==> src/rtl/hsl_pkg.sv <==
package hsl_pkg;

  typedef enum logic [1:0] {
    ST_OFF    = 2'd0,
    ST_INIT   = 2'd1,
    ST_ARMED  = 2'd2,
    ST_LINKED = 2'd3
  } hsl_state_e;

  // Clocks in the bus-idle window: hz/1000 * us / 1000, at least one.
  function automatic int unsigned idle_cycles(input int unsigned hz,
                                              input int unsigned us);
    int unsigned c;
    c = ((hz / 1000) * us) / 1000;
    return (c == 0) ? 1 : c;
  endfunction

endpackage

==> src/rtl/hsl_sync.sv <==
module hsl_sync #(
  parameter int unsigned W = 1,
  parameter logic [W-1:0] RST_VAL = '0
) (
  input  logic         clk,
  input  logic         rst_n,
  input  logic [W-1:0] d_i,
  output logic [W-1:0] q_o
);
  for (genvar b = 0; b < W; b++) begin : g_bit
    logic s1_q, s2_q;
    always_ff @(posedge clk or negedge rst_n) begin
      if (!rst_n) begin
        s1_q <= RST_VAL[b];
        s2_q <= RST_VAL[b];
      end else begin
        s1_q <= d_i[b];
        s2_q <= s1_q;
      end
    end
    assign q_o[b] = s2_q;
  end
endmodule

==> src/rtl/hsl_idle_timer.sv <==
module hsl_idle_timer #(
  parameter int unsigned LIMIT = 130
) (
  input  logic clk,
  input  logic rst_n,
  input  logic arm_i,
  input  logic all_high_i,
  output logic done_o
);
  localparam int unsigned CNT_W = $clog2(LIMIT + 1);
  localparam logic [CNT_W-1:0] LIMIT_C = CNT_W'(LIMIT);

  logic [CNT_W-1:0] cnt_q;
  logic             any_low;

  assign any_low = !all_high_i;

  always_ff @(posedge clk or negedge rst_n) begin
    if (!rst_n) begin
      cnt_q <= '0;
    end else if (!arm_i || any_low) begin
      cnt_q <= '0;
    end else if (cnt_q != LIMIT_C) begin
      cnt_q <= cnt_q + 1'b1;
    end
  end

  assign done_o = arm_i && all_high_i && (cnt_q == LIMIT_C);


  no_overflow_chk: assert property (@(posedge clk) disable iff (!rst_n)
    cnt_q <= LIMIT_C);


  low_restarts_chk: assert property (@(posedge clk) disable iff (!rst_n)
    (arm_i && any_low) |=> (cnt_q == '0));
endmodule

==> src/rtl/hsl_stop_det.sv <==
module hsl_stop_det (
  input  logic clk,
  input  logic rst_n,
  input  logic arm_i,
  input  logic sda_in_i,
  input  logic scl_in_i,
  input  logic sda_out_i,
  input  logic scl_out_i,
  output logic stop_o
);
  logic sda_prev_q;
  logic sda_rise;

  always_ff @(posedge clk or negedge rst_n) begin
    if (!rst_n) sda_prev_q <= 1'b1;
    else        sda_prev_q <= sda_in_i;
  end

  assign sda_rise = sda_in_i && !sda_prev_q;
  assign stop_o   = arm_i && sda_rise && scl_in_i && sda_out_i && scl_out_i;


  stop_edge_chk: assert property (@(posedge clk) disable iff (!rst_n)
    stop_o |-> !$past(sda_in_i));
endmodule

==> src/rtl/hsl_fsm.sv <==
module hsl_fsm
  import hsl_pkg::*;
#(
  parameter int unsigned INIT_CYCLES = 16
) (
  input  logic       clk,
  input  logic       rst_n,
  input  logic       en_s_i,
  input  logic       pg_s_i,
  input  logic       idle_done_i,
  input  logic       stop_i,
  output logic       armed_o,
  output logic       pre_q_o,
  output logic       link_q_o
);
  localparam int unsigned INIT_W = $clog2(INIT_CYCLES + 1);
  localparam logic [INIT_W-1:0] INIT_LAST = INIT_W'(INIT_CYCLES - 1);

  hsl_state_e        st_q, st_d;
  logic [INIT_W-1:0] init_cnt_q;
  logic              go;
  logic              init_end;

  assign go       = en_s_i && pg_s_i;
  assign init_end = (st_q == ST_INIT) && (init_cnt_q == INIT_LAST);

  always_comb begin
    st_d = st_q;
    if (!go) begin
      st_d = ST_OFF;
    end else begin
      unique case (st_q)
        ST_OFF:    st_d = ST_INIT;
        ST_INIT:   if (init_end) st_d = ST_ARMED;
        ST_ARMED:  if (idle_done_i || stop_i) st_d = ST_LINKED;
        ST_LINKED: st_d = ST_LINKED;
        default:   st_d = ST_OFF;
      endcase
    end
  end

  always_ff @(posedge clk or negedge rst_n) begin
    if (!rst_n) begin
      st_q       <= ST_OFF;
      init_cnt_q <= '0;
    end else begin
      st_q <= st_d;
      if (st_q == ST_INIT) init_cnt_q <= init_cnt_q + 1'b1;
      else                 init_cnt_q <= '0;
    end
  end

  assign armed_o  = (st_q == ST_ARMED);
  assign pre_q_o  = (st_q == ST_INIT) || (st_q == ST_ARMED);
  assign link_q_o = (st_q == ST_LINKED);


  off_when_disabled_chk: assert property (@(posedge clk) disable iff (!rst_n)
    !go |=> (st_q == ST_OFF));


  link_from_armed_chk: assert property (@(posedge clk) disable iff (!rst_n)
    (st_q == ST_LINKED && $past(st_q) != ST_LINKED) |-> ($past(st_q) == ST_ARMED));


  init_length_chk: assert property (@(posedge clk) disable iff (!rst_n)
    (st_q == ST_ARMED && $past(st_q) == ST_INIT) |-> ($past(init_cnt_q) == INIT_LAST));
endmodule

==> src/rtl/hotswap_link_seq.sv <==
module hotswap_link_seq
  import hsl_pkg::*;
#(
  parameter int unsigned CLK_HZ      = 200_000_000,
  parameter int unsigned IDLE_US     = 130,
  parameter int unsigned INIT_CYCLES = 16
) (
  input  logic clk,
  input  logic rst_n,
  input  logic en_i,
  input  logic pwr_good_i,
  input  logic sda_in_i,
  input  logic scl_in_i,
  input  logic sda_out_i,
  input  logic scl_out_i,
  output logic connect_o,
  output logic precharge_o,
  output logic accel_o,
  output logic ready_o
);
  localparam int unsigned IDLE_LIMIT = idle_cycles(CLK_HZ, IDLE_US);
  localparam int unsigned NSYNC      = 6;

  // sync order: {pg, en, scl_out, sda_out, scl_in, sda_in}
  logic [NSYNC-1:0] raw, syn;
  logic en_s, pg_s, sda_in_s, scl_in_s, sda_out_s, scl_out_s;
  logic all_high, armed, idle_done, stop_seen, pre_q, link_q, gate;

  assign raw = {pwr_good_i, en_i, scl_out_i, sda_out_i, scl_in_i, sda_in_i};

  hsl_sync #(.W(NSYNC), .RST_VAL(6'b001111)) u_sync (
    .clk(clk), .rst_n(rst_n), .d_i(raw), .q_o(syn)
  );

  assign {pg_s, en_s, scl_out_s, sda_out_s, scl_in_s, sda_in_s} = syn;
  assign all_high = sda_in_s && scl_in_s && sda_out_s && scl_out_s;

  hsl_idle_timer #(.LIMIT(IDLE_LIMIT)) u_timer (
    .clk(clk), .rst_n(rst_n), .arm_i(armed), .all_high_i(all_high),
    .done_o(idle_done)
  );

  hsl_stop_det u_stop (
    .clk(clk), .rst_n(rst_n), .arm_i(armed),
    .sda_in_i(sda_in_s), .scl_in_i(scl_in_s),
    .sda_out_i(sda_out_s), .scl_out_i(scl_out_s),
    .stop_o(stop_seen)
  );

  hsl_fsm #(.INIT_CYCLES(INIT_CYCLES)) u_fsm (
    .clk(clk), .rst_n(rst_n), .en_s_i(en_s), .pg_s_i(pg_s),
    .idle_done_i(idle_done), .stop_i(stop_seen),
    .armed_o(armed), .pre_q_o(pre_q), .link_q_o(link_q)
  );

  // Raw enable and power-good gate every output so removal acts at once.
  assign gate        = en_i && pwr_good_i;
  assign connect_o   = gate && link_q;
  assign accel_o     = gate && link_q;
  assign ready_o     = gate && link_q;
  assign precharge_o = gate && pre_q;


  precharge_vs_connect_chk: assert property (@(posedge clk) disable iff (!rst_n)
    !(precharge_o && connect_o));


  accel_only_linked_chk: assert property (@(posedge clk) disable iff (!rst_n)
    accel_o |-> connect_o);


  ready_needs_link_chk: assert property (@(posedge clk) disable iff (!rst_n)
    ready_o |-> (connect_o && en_i));
endmodule

==> config.mk <==
export PLATFORM = sky130hd
export DESIGN_NAME = hotswap_link_seq
export DESIGN_NICKNAME = d
export VERILOG_FILES = /design/src/rtl/hsl_pkg.sv /design/src/rtl/hsl_sync.sv /design/src/rtl/hsl_idle_timer.sv /design/src/rtl/hsl_stop_det.sv /design/src/rtl/hsl_fsm.sv /design/src/rtl/hotswap_link_seq.sv
export SDC_FILE = /design/constraint.sdc
export NUM_CORES = 1
export LEC_CHECK = 0
export BUFFER_PORTS_ARGS = -buffer_cell sky130_fd_sc_hd__buf_2
export CAP_MARGIN = 20
export CORE_ASPECT_RATIO = 1.1
export CORE_MARGIN = 10
export CORE_UTILIZATION = 52
export DETAILED_ROUTE_END_ITERATION = 16
export PLACE_DENSITY = 0.73
export SLEW_MARGIN = 10
export SYNTH_ARGS = -nofsm -noshare
export SYNTH_HDL_FRONTEND = slang
export SYNTH_SLANG_ARGS = --single-unit
==> constraint.sdc <==
create_clock -name clk -period 1.7 [get_ports clk]
set_clock_uncertainty 0.1 [all_clocks]
set_input_delay 0.34 -clock clk [delete_from_list [all_inputs] [get_ports clk]]
set_output_delay 0.34 -clock clk [all_outputs]
set_load 0.01 [all_outputs]
**Word-level counts from Yosys, hierarchy flattened**

Index checks and enable logic that the tools add are counted.
W data, S select, Z words.

- $add $sub $neg: 2
- $mul: 0
- Divide/modulo/power cells: 0
- $lt $le $gt $ge: 0
- Equality and inequality tests: 8
- Shift-type cells: 0
- Multiplexer cells: 7
- Bitwise operators: 0
- Reduce and logical (&&, ||, !) cells: 24

Operators by type and width:

| kind | number |
|---|---|
| $mux W15 | 2 |
| $add A15 B1 Y15 const B | 1 |
| $eq A15 B15 Y1 const B | 1 |
| $logic_and A1 B1 Y1 | 15 |
| $ne A15 B15 Y1 const B | 1 |
| $pmux W2 S4 | 1 |
| $mux W2 | 3 |
| $ne A3 B3 Y1 const B | 2 |
| $add A5 B1 Y5 const B | 1 |
| $eq A5 B4 Y1 const B | 1 |
| $mux W5 | 1 |
| $eq A2 B2 Y1 const B | 2 |
| $logic_not A1 Y1 | 3 |
| $logic_or A1 B1 Y1 | 3 |
| $eq A2 B1 Y1 const B | 1 |
| $logic_not A2 Y1 | 1 |
| $reduce_and A2 Y1 | 1 |
| $reduce_bool A2 Y1 | 1 |

- Flip-flop bits (word level): 35
- Latch bits: 0
- Memory bits (writable): 0
- Bits in read-only memories: 0
- Input port bits: 8
- Word-level logic and storage cells: 57
- Memories: 0

**Depth between registers and ports, before layout**

Gate-level depths: netlist of the first run.

- Word-level depth: 10
- Gate-level depth with buffers: 6
- Depth with buffers taken out: 6

**Hierarchy**

Synthesis of the first run repeated with hierarchy kept, for this count alone.

- Cells, all modules: 146
- Area, all modules: 1622.8 µm²

By module, submodules not included:

| module | instances | cells each | area each (µm²) |
|---|---|---|---|
| hsl_idle_timer | 1 | 85 | 794.5 |
| hsl_fsm | 1 | 35 | 391.6 |
| hsl_sync | 1 | 18 | 355.3 |
| hsl_stop_det | 1 | 3 | 45.0 |
| hotswap_link_seq | 1 | 5 | 36.3 |

**Worst setup path after synthesis of the first run**

Ideal clock, no wire load.

- Path type: reg-to-reg
- Start: register u_timer.cnt_q[0]
- End: register u_fsm.st_q[1]
- Setup time: 0.095 ns
- Arrival time: 1.469 ns
- Path slack: 0.036 ns
- Cell stages (with the launch flop): 7
- Period minus slack after synthesis: 1.664 ns
- Cell sequence: dfrtp_1 > inv_1 > ha_1 > and4bb_2 > a41oi_2 > or4_1 > o31ai_1

- Longest elaborated chain between the ends: 5

RTL lines:

| item | RTL line | source |
|---|---|---|
| start: declaration | hsl_idle_timer.sv:13 | `logic [CNT_W-1:0] cnt_q;` |
| start signal: assignment | hsl_idle_timer.sv:24 | `cnt_q <= cnt_q + 1'b1;` |
| $eq A15 B15 Y1 | hsl_idle_timer.sv:28 | `assign done_o = arm_i && all_high_i && (cnt_q == LIMIT_C);` |
| $logic_and A1 B1 Y1 | hsl_idle_timer.sv:28 |  |
| $logic_or A1 B1 Y1 | hsl_fsm.sv:35 | `ST_ARMED: if (idle_done_i \|\| stop_i) st_d = ST_LINKED;` |
| $ne A3 B3 Y1 (no source line) | -- |  |
| $reduce_and A2 Y1 (no source line) | -- |  |
| end signal: assignment | hsl_fsm.sv:47 | `st_q <= st_d;` |
| end: declaration | hsl_fsm.sv:19 | `hsl_state_e st_q, st_d;` |

Every way passes these cells.
A chain may end at the register's enable or synchronous reset.

**Worst setup path after layout of the first run**

- Start: register u_fsm.st_q[0]
- End: output port precharge_o

- Longest elaborated chain between the ends: 3
- Elaborated cells on any way between the ends: 4

RTL lines:

| item | RTL line | source |
|---|---|---|
| $eq A2 B1 Y1 or $eq A2 B2 Y1 (tied branches) | hsl_fsm.sv:54 | `assign pre_q_o = (st_q == ST_INIT) \|\| (st_q == ST_ARMED);` |
| $logic_or A1 B1 Y1 (*) | hsl_fsm.sv:54 |  |
| $logic_and A1 B1 Y1 (*) | hotswap_link_seq.sv:61 | `assign precharge_o = gate && pre_q;` |
| end: declaration | hotswap_link_seq.sv:17 | `output logic precharge_o,` |

Every way passes the cells marked *; elsewhere a longest branch is shown, timed or not.

==> summary.md, run 1 <==
| Metric | Value |
|---|---|
| XOR/XNOR Fraction of Synth Area | `0.0661` |
| R2R cell count | `6` |
| Hold Startpoint | `en_i` |
| Busiest grt layer | `met2` |
| Antenna violations before repair | `0` |
| Critical Path Sink Type | `output pin` |
| Top_reg_cell synth | `dfrtp_1` |
| Register area share after synthesis | `0.558` |
| Worst hold path class | `input port to register` |
| Post-synth ARST share | `1.00` |
| Relative slew slack | `0.721` |
| M1 GR Usage | `0.126` |
| Drt via density | `5.38` |
| Mean routed wirelength per cell | `14.4 microns` |
| Congestion Overflow GR | `0` |
| Max FO, Critical Path | `3` |
| Critical Path Start Type | `register` |
| Synth Area in Adders | `0.0629` |
| Worst flop-to-flop path endpoint | `u_fsm.st_q[1]` |
| Largest net degree at the start of global routing | `36` |
| Met3 Use GR | `0.0445` |
| Cts bufs inserted | `5` |
| Initial DRC Count | `41` |
| Leakage | `0.000861 uW` |
| Layout cell share with drive strength beyond 1 | `0.360` |
| WS Path Type | `register to output pin` |
| Die Height | `78 microns` |
| Clock Latency Late Sink | `0.34 ns` |
| Synth-to-Final Area Change | `24.1%` |
| Setup ws final | `-0.0693 ns` |
| CTS tree | `built` |
| Reg2Reg Setup Slack | `-0.04 ns` |
| Post-synth EDFFs | `0` |
| Clock-pin slew on the worst setup and hold paths | `0.11 ns` |
| CP arrival | `1.33 ns` |
| Mapped Nets | `156` |
| Mapped Area | `1590 sq um` |
| Hold Path End | `u_sync.g_bit[4].s1_q` |
| Max Clk Rate | `565 MHz` |
| Antenna fix cells | `0` |
| Period utilization | `1.04` |
| Setup_tns | `-0.105 ns` |
| H-tree levels | `2` |
| Cell Pwr Density | `754 nW/um^2` |
| Overall Global Routing Usage | `0.116` |
| Final Hold Viols | `0` |
| Hold path depth | `1` |
| I/O pin cnt | `12` |
| Layout Utilization | `0.659` |
| Setup-failing EPs final | `3` |
| # clock sinks | `35` |
| Starting Density | `0.531` |
| Initial DRT Pass Iterations | `5` |
| Row Count | `21` |
| Die area | `5670 sq um` |
| Post-route DRC | `0` |
| Period minus WS final | `1.77 ns` |
| HPWL Detailed | `2130 microns` |
| Gpl congestion | `0.833` |
| Chip width | `72.7 microns` |
| Total number of vias | `1108` |
| RSZ-0062 raised after global routing | `yes` |
| Final Cell Area | `1970 sq um` |
| Root buffer selected by CTS | `clkbuf_4` |
| Synth Instances | `140` |
| Cell area after placement | `1710 sq um` |
| WP data required | `1.26 ns` |
| Synth Warn # | `0` |
| Hold Slack | `0.0265 ns` |
| Reg-to-reg startpoint | `u_timer.cnt_q[0]` |
| Fin nets | `187` |
| Synth Register Bits | `35` |
| Final ANT Viol Nets | `0` |
| Worst Max-Slew Pin Slew | `0.418 ns` |
| Max_cap viols | `0` |
| Port Buffers | `11` |
| Mux cell area share after synthesis | `0.00629` |
| Clock buffer depth | `2` |
| Vias in the first global route | `1181` |
| Post-Synth Simple-Gate Area | `0.218` |
| Max-slew violations | `0` |
| IR drop worst, VDD | `0.698 mV` |
| Run status | `complete, but fails checks` |
| Failing checks | `setup timing` |
| Core area | `3000 sq um` |
| Routed WL | `2970 microns` |
| Synth cell types | `32` |
| Routing usage on met2 | `0.195` |
| Synth Area in Compound Gates | `0.0504` |
| Mapped Avg Cell Area | `11.4 sq um` |
| Largest family of logic cells by synthesized area | `simple AND/OR/NAND/NOR gates` |
| First-pass GRT wire length | `5220 microns` |
==> critical path, cell delays in order, from the launching register on <==
cell	delay, ns
dfrtp_1	0.41
inv_2	0.07
ha_4	0.25
and3_4	0.16
buf_6	0.09
==> layout by cell type, fill, tap and decap left out, drive strengths merged, types with 2 or more instances in the layout <==
cell,netlist,routed
or3,4,4
dlygate4sd3,0,5
clkinv,0,2
dfrtp,26,26
clkbuf,2,6
xor2,10,10
and4,3,3
dfstp,9,9
and2,3,3
nand2,6,6
buf,4,25
o21ai,5,5
ha,8,8
nor2,17,17
nand3,5,5
a21oi,5,5
inv,7,7
nand4,7,7
and3,5,5
xnor2,2,2
==> metrics by stage <==
step	worst slack (ns)	std cells	power, uW
after floorplan	0.0356	140	905
after CTS	-0.0928	205	1490
after global placement	0.0369	187	939
final	-0.0693	206	1490
after detailed placement	-0.0157	187	944
after global routing	-0.143	206	1550
==> worst max path at each step <==
stage                          start             to  slack (ns)  depth (start not counted)
CTS                    u_fsm.st_q[0]    precharge_o       -0.09                          4
finish                 u_fsm.st_q[0]    precharge_o       -0.07                          4
detailed placement  u_timer.cnt_q[1]  u_fsm.st_q[1]       -0.02                          6
global placement    u_timer.cnt_q[0]  u_fsm.st_q[1]        0.04                          6
floorplan           u_timer.cnt_q[0]  u_fsm.st_q[1]        0.04                          6
global route           u_fsm.st_q[0]    precharge_o       -0.14                          4
==> Yosys cell counts, types with 2 or more instances <==
library cell	instances	area share
inv_1	7	0.017
nand2_1	6	0.014
clkbuf_1	2	0.0047
and2_1	3	0.012
nand4_1	7	0.028
dfstp_2	9	0.15
or3_1	4	0.016
xnor2_1	2	0.011
dfrtp_1	26	0.41
ha_1	8	0.063
a21oi_1	5	0.016
and3_1	5	0.020
nand3_1	4	0.013
nor2_1	17	0.040
xor2_1	10	0.055
and4_1	3	0.017
o21ai_0	5	0.016
buf_4	3	0.014
==> logic make-up (layout without fill, tap and decap cells) <==
group,after synthesis,in the layout
AND/OR/NAND/NOR,58,58
buffers and inverters,13,45
adder cells (fa/ha/maj),8,8
XOR/XNOR,12,12
multiplexers,1,1
AO/OA/AOI/OAI,13,13
flip-flops,35,35
==> layout make-up <==
type,instances,area (sq um)
timing repair buffer,30,239
fill,240,1020
sequential,35,888
inverter,7,26.3
tap,34,42.5
clock inverter,2,13.8
multi-input combinational,92,701
clock buffer,6,62.6
==> per-layer routing <==
layer / vias up / part of all wire / wire length [microns]
met5: - / 0 / 0
met4: 0 / 0.015 / 46
met3: 5 / 0.031 / 92
met2: 11 / 0.54 / 1620
met1: 548 / 0.41 / 1220
li1: 544 / - / -
==> where the power goes <==
part           switching (uW)  internal (uW)
clock                     284            250
combinational            42.7           39.6
sequential               9.16            861
total                     336           1150
==> flip-flops by register name, summed over array words and instances (netlist names) <==
register,flops
u_sync.g_bit.s2_q,6
u_sync.g_bit.s1_q,6
u_fsm.init_cnt_q,5
u_stop.sda_prev_q,1
u_fsm.st_q,2
u_timer.cnt_q,15
==> repair_timing <==
action	CTS	global route
pin swaps	3	5
hold buffers	5	0
buffers inserted	5	1
endpoints found under the hold margin	30	0
gates resized for setup	4	19
setup endpoints to repair	5	11
No activity file was read; power rests on OpenSTA's default activity.
==> inputs of run 2 (changes only) <==
--- a/config.mk
+++ b/config.mk
@@ -15,4 +15,5 @@
 export SLEW_MARGIN = 10
 export SYNTH_ARGS = -nofsm -noshare
 export SYNTH_HDL_FRONTEND = slang
+export SYNTH_HIERARCHICAL = 1
 export SYNTH_SLANG_ARGS = --single-unit
==> summary.md, run 2 <==
| Metric | Value |
|---|---|
| Total Power | `1450 uW (was 1490 uW)` |
| Vias in the first global route | `1290 (was 1181)` |
| Max Clk Rate | `436 MHz (was 565 MHz)` |
| Layout cell share with drive strength beyond 1 | `0.392 (was 0.360)` |
| Cts bufs inserted | `5 (unchanged)` |
| Synth Warn # | `6 (was 0)` |
| Mapped Avg Cell Area | `11.1 sq um (was 11.4 sq um)` |
| Die area | `5760 sq um (was 5670 sq um)` |
| Leakage | `0.000949 uW (was 0.000861 uW)` |
| CTS tree | `built (unchanged)` |
| Setup ws final | `-0.595 ns (was -0.0693 ns)` |
| Worst hold path class | `input port to register (unchanged)` |
| Cell area after placement | `1830 sq um (was 1710 sq um)` |
| Clock buffer depth | `2 (unchanged)` |
| Regs by FF count | `u_timer/cnt_q x15, u_sync/g_bit.s1_q x6, u_sync/g_bit.s2_q x6 (was u_timer.cnt_q x15, u_sync.g_bit.s1_q x6, u_sync.g_bit.s2_q x6)` |
| Initial DRC Count | `68 (was 41)` |
| Congestion Overflow GR | `0 (unchanged)` |
| Critical Path Start Type | `register (unchanged)` |
| Synth-to-Final Area Change | `29.6% (was 24.1%)` |
| RSZ-0062 raised after global routing | `yes (unchanged)` |
| Chip width | `73.3 microns (was 72.7 microns)` |
| Most common cell in the netlist | `dfrtp_1 (unchanged)` |
| Max FO, Critical Path | `3 (unchanged)` |
| Gpl congestion | `0.824 (was 0.833)` |
| Relative slew slack | `0.709 (was 0.721)` |
| Largest net degree at the start of global routing | `36 (unchanged)` |
| Mean routed wirelength per cell | `15.8 microns (was 14.4 microns)` |
| Post-synth EDFFs | `0 (unchanged)` |
| Failing checks | `setup timing (unchanged)` |
| WS Path Type | `register to register (was register to output pin)` |
| Synth cell types | `34 (was 32)` |
| Crit-path cells | `or4bb_1 -> or4_4 -> nor2_4 -> nor3b_2 -> or3_1 -> a21oi_2 (was inv_2 -> ha_4 -> and3_4 -> buf_6)` |
| Most flops, register | `u_timer/cnt_q (was u_timer.cnt_q)` |
| Setup_tns | `-3.00 ns (was -0.105 ns)` |
| Port Buffers | `11 (unchanged)` |
| Final Hold Viols | `0 (unchanged)` |
| Die Height | `78.6 microns (was 78 microns)` |
| Post-Synth Simple-Gate Area | `0.218 (about the same)` |
| Register area share after synthesis | `0.547 (was 0.558)` |
| Antenna violations before repair | `0 (unchanged)` |
| Period minus WS final | `2.29 ns (was 1.77 ns)` |
| Post-synth ARST share | `1.00 (unchanged)` |
| Top_reg_cell synth | `dfrtp_1 (unchanged)` |
| Synth Instances | `146 (was 140)` |
| Total number of vias | `1220 (was 1108)` |
| Mapped Nets | `163 (was 156)` |
| Most frequent cells in the layout | `26 x dfrtp_1, 25 x buf_4, 16 x nor2_1, 9 x dfstp_2 (was 25 x dfrtp_1, 17 x nor2_1, 13 x buf_4, 10 x xor2_1, 9 x dfstp_2)` |
| Post-route DRC | `0 (unchanged)` |
| Clock Latency Late Sink | `0.34 ns (about the same)` |
| # fillers | `205 (was 240)` |
| Worst Max-Slew Pin Slew | `0.436 ns (was 0.418 ns)` |
| Run status | `complete, but fails checks (unchanged)` |
| Leading area contributor after synthesis | `dfrtp_1 (unchanged)` |
| Setup-failing EPs final | `9 (was 3)` |
| Core area | `3020 sq um (was 3000 sq um)` |
| # clock sinks | `35 (unchanged)` |
| Post-synth top area share | `0.401 (was 0.409)` |
| Starting Density | `0.537 (was 0.531)` |
| Commonest non-fill, non-tap cell in the layout | `dfrtp_1 (unchanged)` |
| Area contributors post-synth | `dfrtp_1 40%, dfstp_2 15%, ha_1 6.9%, xnor2_1 4.3%, nor2_1 3.9% (was dfrtp_1 41%, dfstp_2 15%, ha_1 6.3%, xor2_1 5.5%, nor2_1 4.0%)` |
| Routed WL | `3520 microns (was 2970 microns)` |
| Final ANT Viol Nets | `0 (unchanged)` |
| XOR/XNOR Fraction of Synth Area | `0.0648 (was 0.0661)` |
| Max-slew violations | `0 (unchanged)` |
| Drt via density | `5.47 (was 5.38)` |
| WP data required | `1.87 ns (was 1.26 ns)` |
| Crit path largest cell delay | `0.55 ns (was 0.41 ns)` |
| IR drop worst, VDD | `0.755 mV (was 0.698 mV)` |
| Antenna fix cells | `0 (unchanged)` |
| HPWL Detailed | `2250 microns (was 2130 microns)` |
| Largest family of logic cells by synthesized area | `simple AND/OR/NAND/NOR gates (unchanged)` |
| Max_cap viols | `0 (unchanged)` |
| Critical Path Sink Type | `register (was output pin)` |
| Synth Area in Adders | `0.0694 (was 0.0629)` |
| CP arrival | `2.46 ns (was 1.33 ns)` |
| Root buffer selected by CTS | `clkbuf_4 (unchanged)` |
| Max reg flops | `15 (unchanged)` |
| Synth Area in Compound Gates | `0.0293 (was 0.0504)` |
| Final Cell Area | `2100 sq um (was 1970 sq um)` |
| Clock-pin slew on the worst setup and hold paths | `0.10 ns (was 0.11 ns)` |
| First-pass GRT wire length | `5710 microns (was 5220 microns)` |
| Mux cell area share after synthesis | `0.0131 (was 0.00629)` |
| Commonest cells post-synth | `26 x dfrtp_1, 17 x nor2_1, 9 x dfstp_2, 9 x ha_1 (was 26 x dfrtp_1, 17 x nor2_1, 10 x xor2_1)` |
| Mapped Area | `1620 sq um (was 1590 sq um)` |
| H-tree levels | `2 (unchanged)` |
| Cell with the largest stage delay on the worst path | `or4_4 (was dfrtp_1)` |
| Fin nets | `205 (was 187)` |
| Overall Global Routing Usage | `0.127 (was 0.116)` |
| Synth Register Bits | `35 (unchanged)` |
| Period utilization | `1.35 (was 1.04)` |
| Row Count | `21 (unchanged)` |
| Cell Pwr Density | `688 nW/um^2 (was 754 nW/um^2)` |
| Initial DRT Pass Iterations | `4 (was 5)` |
| I/O pin cnt | `12 (unchanged)` |
run 2: cell count changes in the layout (fill, tap and decap cells not counted), moves of 3 or more:
cell	delta
ha_2	-3
buf_6	+3
nand3_1	+4
xor2_1	-6
buf_4	+12
xnor2_1	+5
nor4_1	+4
nand4_1	-3
a21oi_1	-3
run 2: what timing repair did:
item                                   4_1_cts  5_1_grt
setup endpoints to repair                    9       15
gates resized for setup                     15        9
pin swaps                                    5        4
endpoints found under the hold margin       30        0
hold buffers                                 5        0
setup buffers                                6        2
run 2: layout make-up:
type                       count  area, sq um  area share
tap                           34         42.5      0.0202
clock inverter                 1         5.00     0.00238
sequential                    35          887       0.422
inverter                       7         28.8      0.0137
clock buffer                   7         55.1      0.0262
timing repair buffer          45          363       0.173
multi-input combinational     94          722       0.343
run 2: worst paths after layout:
kind                                      start                   end  slack, ns  depth (start not counted)
hold reg to reg            u_sync/g_bit[0].s2_q     u_stop/sda_prev_q       0.26                          0
setup / recovery              u_timer/cnt_q[11]         u_fsm/st_q[0]      -0.59                          6
hold / removal                             en_i  u_sync/g_bit[4].s1_q       0.04                          1
max in group asynchronous                 rst_n  u_sync/g_bit[3].s1_q       0.70                          3
setup reg to reg              u_timer/cnt_q[11]         u_fsm/st_q[0]      -0.59                          6
min in group asynchronous                 rst_n     u_timer/cnt_q[10]       0.45                          3
run 2: per-layer routing:
layer  share of wire  track usage  vias to the layer above
met5               0            0                        -
met4           0.022       0.0570                        0
met3           0.049       0.0465                        7
met2            0.50        0.217                       39
met1            0.42        0.135                      601
li1                -            -                      573
run 2: cell families (layout without fill, tap and decap cells):
kind of cell,after synthesis,count (layout)
AOI/OAI and AO/OA,8,8
xor gates and xnor gates,12,12
adders and majority gates,9,9
buffers and inverters,17,60
DFF,35,35
muxes,2,2
and+or+nand+nor,63,63
run 2: where the power goes:
group / internal [uW] / switching, uW / total [uW] / leakage [uW]
logic: 49.3 / 50.2 / 99.6 / 0.000466
registers: 862 / 11.4 / 873 / 0.000447
clock network: 200 / 273 / 474 / 0.0000353
run 2: critical path: cells and delay by family (launching register included):
| family | cells | cell delay (ns) |
|---|---|---|
| AO/OA/AOI/OAI | 1 | 0.14 |
| AND/OR/NAND/NOR | 5 | 1.58 |
| flip-flops | 1 | 0.41 |
run 2: metrics by stage:
stage	worst slack, ns	hold WS (ns)	instances	utilization
6_report	-0.595	0.0414	223	0.696
5_1_grt	-0.612	0.0156	223	0.696
4_1_cts	-0.526	0.00941	222	0.680
3_5_place_dp	-0.554	0.240	203	0.605
3_3_place_gp	-0.491	0.233	203	0.605
2_1_floorplan	-0.535	-0.0556	146	-
